$ cat src/rtl/lr_pkg.sv
package lr_pkg;

  // Number of set bits among the lowest nbits of a stage mask.
  function automatic int popcount_low(input logic [31:0] mask, input int nbits);
    int c;
    c = 0;
    for (int b = 0; b < nbits; b++) begin
      if (mask[b]) c++;
    end
    return c;
  endfunction

  // Number of surviving keys after shuffle stage s of an n-key network.
  function automatic int survivors_after(input int n, input int s);
    return n >> (s + 1);
  endfunction

endpackage

$ cat src/rtl/lr_cas.sv
// Compare-and-select cell: routes the smaller key low, the larger key high.
module lr_cas #(
  parameter int KW = 10
) (
  input  logic [KW-1:0] a_i,
  input  logic [KW-1:0] b_i,
  output logic [KW-1:0] lo_o,
  output logic [KW-1:0] hi_o
);
  logic swap;
  assign swap = b_i < a_i;
  assign lo_o = swap ? b_i : a_i;
  assign hi_o = swap ? a_i : b_i;
endmodule

$ cat src/rtl/lr_min_tree.sv
// Balanced minimum tree over M keys (M a power of two).
module lr_min_tree #(
  parameter int KW = 10,
  parameter int M  = 16
) (
  input  logic [M*KW-1:0] keys_i,
  output logic [KW-1:0]   min_o
);
  localparam int D = (M > 1) ? $clog2(M) : 0;

  function automatic logic [KW-1:0] lesser(input logic [KW-1:0] a, input logic [KW-1:0] b);
    return (b < a) ? b : a;
  endfunction

  for (genvar lv = 0; lv <= D; lv++) begin : g_lv
    localparam int CNT = M >> lv;
    logic [CNT*KW-1:0] v;
    if (lv == 0) begin : g_leaf
      assign v = keys_i;
    end else begin : g_node
      for (genvar j = 0; j < CNT; j++) begin : g_pair
        assign v[j*KW +: KW] = lesser(g_lv[lv-1].v[(2*j)*KW +: KW],
                                      g_lv[lv-1].v[(2*j+1)*KW +: KW]);
      end
    end
  end

  assign min_o = g_lv[D].v;
endmodule

$ cat src/rtl/lr_shuffle_stage.sv
// One halving stage: pairs key j with key j+HALF, keeps the lower of each
// pair, and reduces the discarded upper half to a single candidate.
module lr_shuffle_stage #(
  parameter int KW   = 10,
  parameter int HALF = 16
) (
  input  logic                 clk,
  input  logic                 rst_n,
  input  logic                 v_i,
  input  logic [2*HALF*KW-1:0] low_i,
  output logic [HALF*KW-1:0]   low_o,
  output logic [KW-1:0]        cand_o
);
  logic [HALF*KW-1:0] up;

  for (genvar j = 0; j < HALF; j++) begin : g_cas
    lr_cas #(.KW(KW)) u_cas (
      .a_i  (low_i[j*KW +: KW]),
      .b_i  (low_i[(j+HALF)*KW +: KW]),
      .lo_o (low_o[j*KW +: KW]),
      .hi_o (up[j*KW +: KW])
    );
  end

  lr_min_tree #(.KW(KW), .M(HALF)) u_up_min (
    .keys_i (up),
    .min_o  (cand_o)
  );

  // Check logic: floor of the kept half, computed independently of the tree.
  logic [KW-1:0] low_floor;
  always_comb begin
    low_floor = '1;
    for (int j = 0; j < HALF; j++) begin
      if (low_o[j*KW +: KW] < low_floor) low_floor = low_o[j*KW +: KW];
    end
  end

  // the discarded half's candidate never beats the kept half.
  p_cand_above_low_r1: assert property (@(posedge clk) disable iff (!rst_n)
    v_i |-> (cand_o > low_floor));
endmodule

$ cat src/rtl/lr_pick2.sv
// Smallest two keys of M candidates by a running insertion.
module lr_pick2 #(
  parameter int KW = 10,
  parameter int M  = 5
) (
  input  logic [M*KW-1:0] keys_i,
  output logic [KW-1:0]   first_o,
  output logic [KW-1:0]   second_o
);
  logic [KW-1:0] f, s, c;

  always_comb begin
    f = '1;
    s = '1;
    c = '0;
    for (int j = 0; j < M; j++) begin
      c = keys_i[j*KW +: KW];
      if (c < f) begin
        s = f;
        f = c;
      end else if (c < s) begin
        s = c;
      end
    end
  end

  assign first_o  = f;
  assign second_o = s;
endmodule

$ cat src/rtl/lr_min3_finder.sv
module lr_min3_finder #(
  parameter int          N         = 32,
  parameter int          W         = 5,
  parameter logic [31:0] PIPE_MASK = 32'h0000_0024
) (
  input  logic             clk,
  input  logic             rst_n,
  input  logic             in_valid,
  input  logic [N*W-1:0]   in_mags,
  output logic             out_valid,
  output logic [3*W-1:0]   out_mags,
  output logic [3*$clog2(N)-1:0] out_idxs
);
  localparam int IW  = $clog2(N);
  localparam int S   = IW;
  localparam int KW  = W + IW;
  localparam int LAT = lr_pkg::popcount_low(PIPE_MASK, S + 1);

  // Key = {magnitude, position}: lower position wins on equal magnitude.
  logic [N*KW-1:0] keys;
  for (genvar i = 0; i < N; i++) begin : g_key
    assign keys[i*KW +: KW] = {in_mags[i*W +: W], IW'(i)};
  end

  for (genvar s = 0; s < S; s++) begin : g_st
    localparam int HALF = lr_pkg::survivors_after(N, s);
    logic [2*HALF*KW-1:0] low_in;
    logic                 v_in;
    logic [HALF*KW-1:0]   low_c, low_q;
    logic [KW-1:0]        cand_new;
    logic [(s+1)*KW-1:0]  acc_c, acc_q;
    logic                 v_q;

    if (s == 0) begin : g_first
      assign low_in = keys;
      assign v_in   = in_valid;
      assign acc_c  = cand_new;
    end else begin : g_next
      assign low_in = g_st[s-1].low_q;
      assign v_in   = g_st[s-1].v_q;
      assign acc_c  = {cand_new, g_st[s-1].acc_q};
    end

    lr_shuffle_stage #(.KW(KW), .HALF(HALF)) u_stage (
      .clk    (clk),
      .rst_n  (rst_n),
      .v_i    (v_in),
      .low_i  (low_in),
      .low_o  (low_c),
      .cand_o (cand_new)
    );

    if (PIPE_MASK[s]) begin : g_reg
      always_ff @(posedge clk) begin
        if (!rst_n) begin
          low_q <= '0;
          acc_q <= '0;
          v_q   <= 1'b0;
        end else begin
          low_q <= low_c;
          acc_q <= acc_c;
          v_q   <= v_in;
        end
      end
    end else begin : g_wire
      assign low_q = low_c;
      assign acc_q = acc_c;
      assign v_q   = v_in;
    end
  end

  // Final pick: overall minimum plus best two of the five candidates.
  logic [KW-1:0]   m1_c, m2_c, m3_c;
  logic [S*KW-1:0] cands;
  logic            v_last;
  assign m1_c   = g_st[S-1].low_q;
  assign cands  = g_st[S-1].acc_q;
  assign v_last = g_st[S-1].v_q;

  lr_pick2 #(.KW(KW), .M(S)) u_pick (
    .keys_i   (cands),
    .first_o  (m2_c),
    .second_o (m3_c)
  );

  logic [3*KW-1:0] fin_c, fin_q;
  logic            fin_v;
  assign fin_c = {m3_c, m2_c, m1_c};

  if (PIPE_MASK[S]) begin : g_fin_reg
    always_ff @(posedge clk) begin
      if (!rst_n) begin
        fin_q <= '0;
        fin_v <= 1'b0;
      end else begin
        fin_q <= fin_c;
        fin_v <= v_last;
      end
    end
  end else begin : g_fin_wire
    assign fin_q = fin_c;
    assign fin_v = v_last;
  end

  assign out_valid = fin_v;
  for (genvar k = 0; k < 3; k++) begin : g_out
    assign out_mags[k*W +: W]   = fin_q[k*KW + IW +: W];
    assign out_idxs[k*IW +: IW] = fin_q[k*KW +: IW];
  end

  // ---------------- assertions ----------------
  function automatic logic all_above(input logic [KW-1:0] m, input logic [S*KW-1:0] c);
    for (int j = 0; j < S; j++) begin
      if (!(c[j*KW +: KW] > m)) return 1'b0;
    end
    return 1'b1;
  endfunction

  function automatic logic [KW-1:0] slot_key(input int k, input logic [3*W-1:0] m,
                                             input logic [3*IW-1:0] ix);
    return {m[k*W +: W], ix[k*IW +: IW]};
  endfunction

  // the survivor of the halving chain is below every candidate.
  p_min1_below_cands_r1: assert property (@(posedge clk) disable iff (!rst_n)
    v_last |-> all_above(m1_c, cands));

  // slots strictly ascend by (magnitude, position).
  p_sorted_r2: assert property (@(posedge clk) disable iff (!rst_n)
    out_valid |-> ((slot_key(0, out_mags, out_idxs) < slot_key(1, out_mags, out_idxs)) &&
                   (slot_key(1, out_mags, out_idxs) < slot_key(2, out_mags, out_idxs))));

  // reported positions are distinct.
  p_distinct_idx_r3: assert property (@(posedge clk) disable iff (!rst_n)
    out_valid |-> ((out_idxs[0 +: IW] != out_idxs[IW +: IW]) &&
                   (out_idxs[0 +: IW] != out_idxs[2*IW +: IW]) &&
                   (out_idxs[IW +: IW] != out_idxs[2*IW +: IW])));

  // valid follows in_valid by the configured latency.
  logic [3:0] since_rst;
  always_ff @(posedge clk) begin
    if (!rst_n) since_rst <= '0;
    else if (since_rst != 4'hF) since_rst <= since_rst + 4'd1;
  end

  if (LAT > 0) begin : g_lat_chk
    p_latency_r4: assert property (@(posedge clk) disable iff (!rst_n)
      (since_rst >= 4'(LAT)) |-> (out_valid == $past(in_valid, LAT)));
  end else begin : g_comb_chk
    p_latency_r4: assert property (@(posedge clk) disable iff (!rst_n)
      out_valid == in_valid);
  end
endmodule

$ cat config.mk
export PLATFORM = sky130hd
export DESIGN_NAME = lr_min3_finder
export DESIGN_NICKNAME = d
export VERILOG_FILES = /design/src/rtl/lr_pkg.sv /design/src/rtl/lr_cas.sv /design/src/rtl/lr_min_tree.sv /design/src/rtl/lr_shuffle_stage.sv /design/src/rtl/lr_pick2.sv /design/src/rtl/lr_min3_finder.sv
export SDC_FILE = /design/constraint.sdc
export NUM_CORES = 1
export LEC_CHECK = 0
export BUFFER_PORTS_ARGS = -buffer_cell sky130_fd_sc_hd__buf_2
export CORE_ASPECT_RATIO = 0.5
export CORE_MARGIN = 3
export CORE_UTILIZATION = 40
export DETAILED_ROUTE_END_ITERATION = 10
export PLACE_DENSITY_LB_ADDON = 0.12
export SKIP_LAST_GASP = 1
export SYNTH_ARGS = -nofsm -noshare
export SYNTH_HDL_FRONTEND = slang
export SYNTH_SLANG_ARGS = --single-unit
$ cat constraint.sdc
create_clock -name clk -period 13.65 [get_ports clk]
set_input_delay 2.73 -clock clk [delete_from_list [all_inputs] [get_ports clk]]
set_output_delay 2.73 -clock clk [all_outputs]
set_load 0.05 [all_outputs]
; ---- Yosys cells after proc, flatten, opt, wreduce, memory -nomap -nowiden
; Cells that the tools add are included.
[classes]
n_mux = 101
order_cmp = 66
[ops]
columns = cell, count
row1 = $mux W10, 101
row2 = $lt A10 B10 Y1, 64
row3 = $lt A10 B10 Y1 const B, 2
[word_totals]
reg_bits = 102
elab_cells = 172
input_bits = 163
out_inout_bits = 31

; ---- Logic depth before layout (Yosys ltp)
[depth]
ltp_word = 13
mapped_depth = 49
mapped_depth_nobuf = 43

; ---- Hierarchy
; From an unflattened synthesis, not the netlist that was laid out.
[unflattened]
cells_unflattened = 3542
hier_area_um2 = 30172.7
[by_module_without_submodules]
columns = mod, seq_area_each_um2, area_each_um2, cells_per_inst, n_inst
row1 = lr_cas, 0.0, 481.7, 52, 31
row2 = lr_min_tree at g_st[0].u_stage.u_up_min, 0.0, 5252.5, 736, 1
row3 = lr_pick2, 0.0, 3064.2, 441, 1
row4 = lr_min3_finder, 2042.0, 2798.9, 217, 1
row5 = lr_min_tree at g_st[1].u_stage.u_up_min, 0.0, 2439.8, 311, 1
row6 = lr_min_tree at g_st[2].u_stage.u_up_min, 0.0, 1253.7, 175, 1
row7 = lr_min_tree at g_st[3].u_stage.u_up_min, 0.0, 355.3, 40, 1
row8 = lr_min_tree at g_st[4].u_stage.u_up_min, 0.0, 75.1, 10, 1

; ---- Least setup slack after synthesis
; Ideal clock, no wire load.
[synth_timing]
kind = in2reg
from = input port in_mags[6]
to = register g_st[2].acc_q[10]
required_ps = 13528
n_path_buf = 4
arrival_ps = 10893
setup_slack_ps = 2635
setup_time_ps = 122
path_stages = 39
cell_sequence = inv_1 -> ha_1 -> a211oi_1 -> o31ai_1 -> clkbuf_1 -> mux2i_1 -> ha_1 -> and4_1 -> a21oi_1 -> nand2_1 -> a31oi_1 -> clkbuf_1 -> clkbuf_1 -> nor2_1 -> a21oi_1 -> ha_1 -> a21o_1 -> a211oi_1 -> [3 not listed] -> nand2_1 -> o21ai_0 -> inv_1 -> ha_1 -> nand4_1 -> nor2_1 -> nor2_1 -> nand2_1 -> nor2_1 -> a21oi_1 -> mux2i_1 -> ha_1 -> a21o_1 -> a21oi_1 -> nor2b_1 -> nor3_1 -> nand2_1 -> o311a_1
[synth_between]
elab_chain_len = 10
[synth_lines]
columns = element, line_no
row1 = "start, declared", lr_min3_finder.sv:9  ; input logic [N*W-1:0] in_mags,
row2 = $lt A10 B10 Y1, lr_cas.sv:11  ; assign swap = b_i < a_i;
row3 = $mux W10 *, lr_cas.sv:12  ; assign lo_o = swap ? b_i : a_i;
row4 = $lt A10 B10 Y1, lr_cas.sv:11
row5 = $mux W10 *, lr_cas.sv:13  ; assign hi_o = swap ? a_i : b_i;
row6 = $lt A10 B10 Y1, lr_min_tree.sv:12  ; return (b < a) ? b : a;
row7 = $mux W10 *, lr_min_tree.sv:12
row8 = $lt A10 B10 Y1, lr_min_tree.sv:12
row9 = $mux W10 *, lr_min_tree.sv:12
row10 = $lt A10 B10 Y1, lr_min_tree.sv:12
row11 = $mux W10 *, lr_min_tree.sv:12
row12 = "end signal, assigned", lr_min3_finder.sv:57  ; acc_q <= '0;
row13 = "end signal, assigned", lr_min3_finder.sv:61  ; acc_q <= acc_c;
row14 = "end, declared", lr_min3_finder.sv:31  ; logic [(s+1)*KW-1:0] acc_c, acc_q;
; Mark *: on every way between the ends. The rest lies on a longest branch, timed or not.
; A chain may end at the register's enable or synchronous reset.

; ---- Final worst setup path
[layout_timing]
from = input port in_mags[37]
to = register g_st[2].acc_q[10]
; The elaborated chain is that of the path after synthesis.

==> metrics.md <==
| Metric | Value |
|---|---|
| Main flop type after synthesis | dfxtp_1 |
| DR WL/cell | 18.3 microns |
| Clock slew at reported path FFs | 70 ps |
| Synth Cell Area | 18,200 sq um |
| First-pass GRT wire length | 91.8 mm |
| Clk buf depth | 2 |
| Post-route setup TNS | 0 ps |
| Synth-to-Final Area Change | 10.6% |
| Placer Congestion | 0.934 |
| I/O pin count | 194 |
| Slew Viols, Final | 0 |
| Warnings from Yosys | 0 |
| # rows | 54 |
| EDFF count, synth | 0 |
| H-tree depth | 3 |
| Max Cap Violations | 0 |
| Root buffer cell | clkbuf_16 |
| Total CTS buffers | 9 |
| Critical Path Max Stage Delay | 760 ps |
| Largest delay share family, worst path | compound AO/OA/AOI/OAI gates |
| Library cells used by synthesis | 83 |
| CP Data Arrival Time | 12,110 ps |
| Sequential area share after synthesis | 0.105 |
| Final setup viols | 0 |
| Slew Limit Headroom | 0.225 |
| # port buffers | 193 |
| Register Area | 1900 sq um |
| CTS sink cnt | 95 |
| Vias in the first global route | 16,600 |
| Final net count | 3,183 |
| Slew at the pin with the worst max-slew slack | 1150 ps |
| Synthesis-stage register bit count | 95 |
| Drt pass-1 iters | 5 |
| Reg-to-Reg End | fin_q[28]$_SDFF_PN0_ |
| GR Overflow Total | 0 |
| Filler instances | 4,603 |
| Final antenna-violating net count | 0 |
| Most frequent cells in the layout | ha_1, nor2_1, a21oi_1 |
| Unrepaired setup endpoints after global routing | false |
| Status | complete, no violations |
| Reg2reg path depth | 41 |
| Postcts setup bufs | 0 |
| Die width | 307 microns |
| Clock Skews | 9.50 ps |
| Crit path kind | in -> reg |
| Inserted Diodes | 0 |
| Syn nets | 3,042 |
| Share of post-route cells with drive strength above 1 | 0.120 |
| Vias per Instance | 5.60 |
| Last element of the critical path | g_st[2].acc_q[10]$_SDFF_PN0_ |
| Startpoint types | input port |
| Initial antenna violation count | 0 |
| Dpl hpwl | 51.5 mm |
| CTS tree | done |
| Cell mode on critical path | ha_1 |
| Slowest CP cell | a2111oi_0 |
| Die Ht | 157 microns |
| R2R setup slack | 3600 ps |
| Gr usage total | 0.242 |
| Largest net degree at the start of global routing | 41 |
| Die area | 48,100 sq um |
| CP Depth | 32 |
| Core area | 44,200 sq um |
| Hold Buf Count CTS | 0 |
| Worst r2r src | g_st[2].acc_q[7]$_SDFF_PN0_ |
| Post-Synthesis Cells | 2,522 |
| Post-CTS sizing | 0 |
| Hold Path Depth | 1 |
| Critical path required time | 13,900 ps |
| 1st-iter DRT viols | 1,434 |
| Worst-path fanout max | 16 |
| Starting Density | 0.411 |
| DRC viols | 0 |
| Critical path origin | in_mags[37] |
| Final min period | 11,860 ps |
| Area of the multi-input gates | 15,000 sq um |
| HP Class | reg -> reg |
| Final wirelength | 59.7 mm |
| Final Hold Viols | 0 |
| FMAX | 84.3 MHz |
| CP endpoint kind | flop |
| Ys async rst share | 0 |
| Number of buffers and inverters on the critical path | 3 |
| Clk_lat worst skew | 360 ps |
| Routed vias | 18,200 |
| Mapped Avg Cell Area | 7.20 sq um |
| Fin crit share | 0.869 |
| Commonest non-fill, non-tap cell in the layout | ha_1 |
[routing by layer]
metal | share of wire | track usage
met5 | 0 | 0
met4 | 0.020 | 0.0549
met3 | 0.055 | 0.0283
met2 | 0.42 | 0.381
met1 | 0.50 | 0.352
[flip-flops by register name, indices dropped and copies added, names as in the netlist]
name / cells
out_valid: 1
g_st.low_q: 33
g_st.acc_q: 30
fin_q: 30
g_st.v_q: 1
[metrics by stage]
stage               instances  area [sq um]  setup slack [ps]  hold WS, ps  utilization
detailed placement       3240         19800              1600          422        0.447
finish                   3256         20100              1790          437        0.455
global route             3256         20100               843          490        0.455
global placement         3240         19800              1660          415        0.447
CTS                      3256         20100              1910          439        0.455
floorplan                2522         18200              2640          412            -
[cells by family (layout without fill, tap and decap cells)]
family / Yosys count / after routing / share of synthesized area
AOI/OAI and AO/OA: 788 / 788 / 0.273
and+or+nand+nor: 690 / 690 / 0.168
adders and majority gates: 358 / 358 / 0.247
buffers and inverters: 353 / 499 / 0.0737
muxes: 238 / 238 / 0.134
DFF: 95 / 95 / 0.105
[worst min path at each step]
stage,startpoint,to,slack (ps)
final,g_st[2].v_q$_SDFF_PN0_,out_valid$_SDFF_PN0_,440
after floorplan,g_st[2].v_q$_SDFF_PN0_,out_valid$_SDFF_PN0_,410
after global routing,g_st[2].v_q$_SDFF_PN0_,out_valid$_SDFF_PN0_,490
after global placement,g_st[2].v_q$_SDFF_PN0_,out_valid$_SDFF_PN0_,420
after CTS,g_st[2].v_q$_SDFF_PN0_,out_valid$_SDFF_PN0_,440
after detailed placement,g_st[2].v_q$_SDFF_PN0_,out_valid$_SDFF_PN0_,420
[worst register-to-register path, delay by kind of cell (launching register included)]
family,cells,cell delay (ps)
adder cells (fa/ha/maj),4,1160
AND/OR/NAND/NOR,12,1910
multiplexers,1,380
buffers and inverters,2,200
flip-flops,1,410
AO/OA/AOI/OAI,22,5860
[synthesized netlist by cell type, types with 7 or more instances]
cell type	instances	area (sq um)
ha_1	357	4470
nor2_1	321	1200
a21oi_1	298	1490
inv_1	254	953
mux2i_1	207	2070
nand2_1	182	683
o21ai_0	154	771
dfxtp_1	95	1900
clkbuf_1	85	319
a21o_1	77	578
nand2b_1	40	250
a211oi_1	38	285
nor2b_1	29	181
mux2_2	28	315
o211ai_1	28	210
nand3_1	26	130
o21ai_1	25	125
and3_1	23	144
a31oi_1	22	138
nand4_1	22	138
o21a_1	20	150
nor3_1	15	75.1
a31o_2	13	114
o31ai_1	11	82.6
o32ai_1	11	96.3
a221oi_1	9	78.8
a2111oi_0	8	70.1
a221oi_2	8	120
o2111ai_1	7	61.3
[area by class of cell]
class                      count  share of cell area
timing repair buffer         225              0.0601
clock buffer                  10              0.0119
inverter                     258              0.0482
multi-input combinational   2074               0.745
sequential                    95              0.0947
tap                          588              0.0366
clock inverter                 6             0.00361
Power is not shown: default switching activity piles up to over one toggle a cycle in this logic, so the estimate is an artifact.
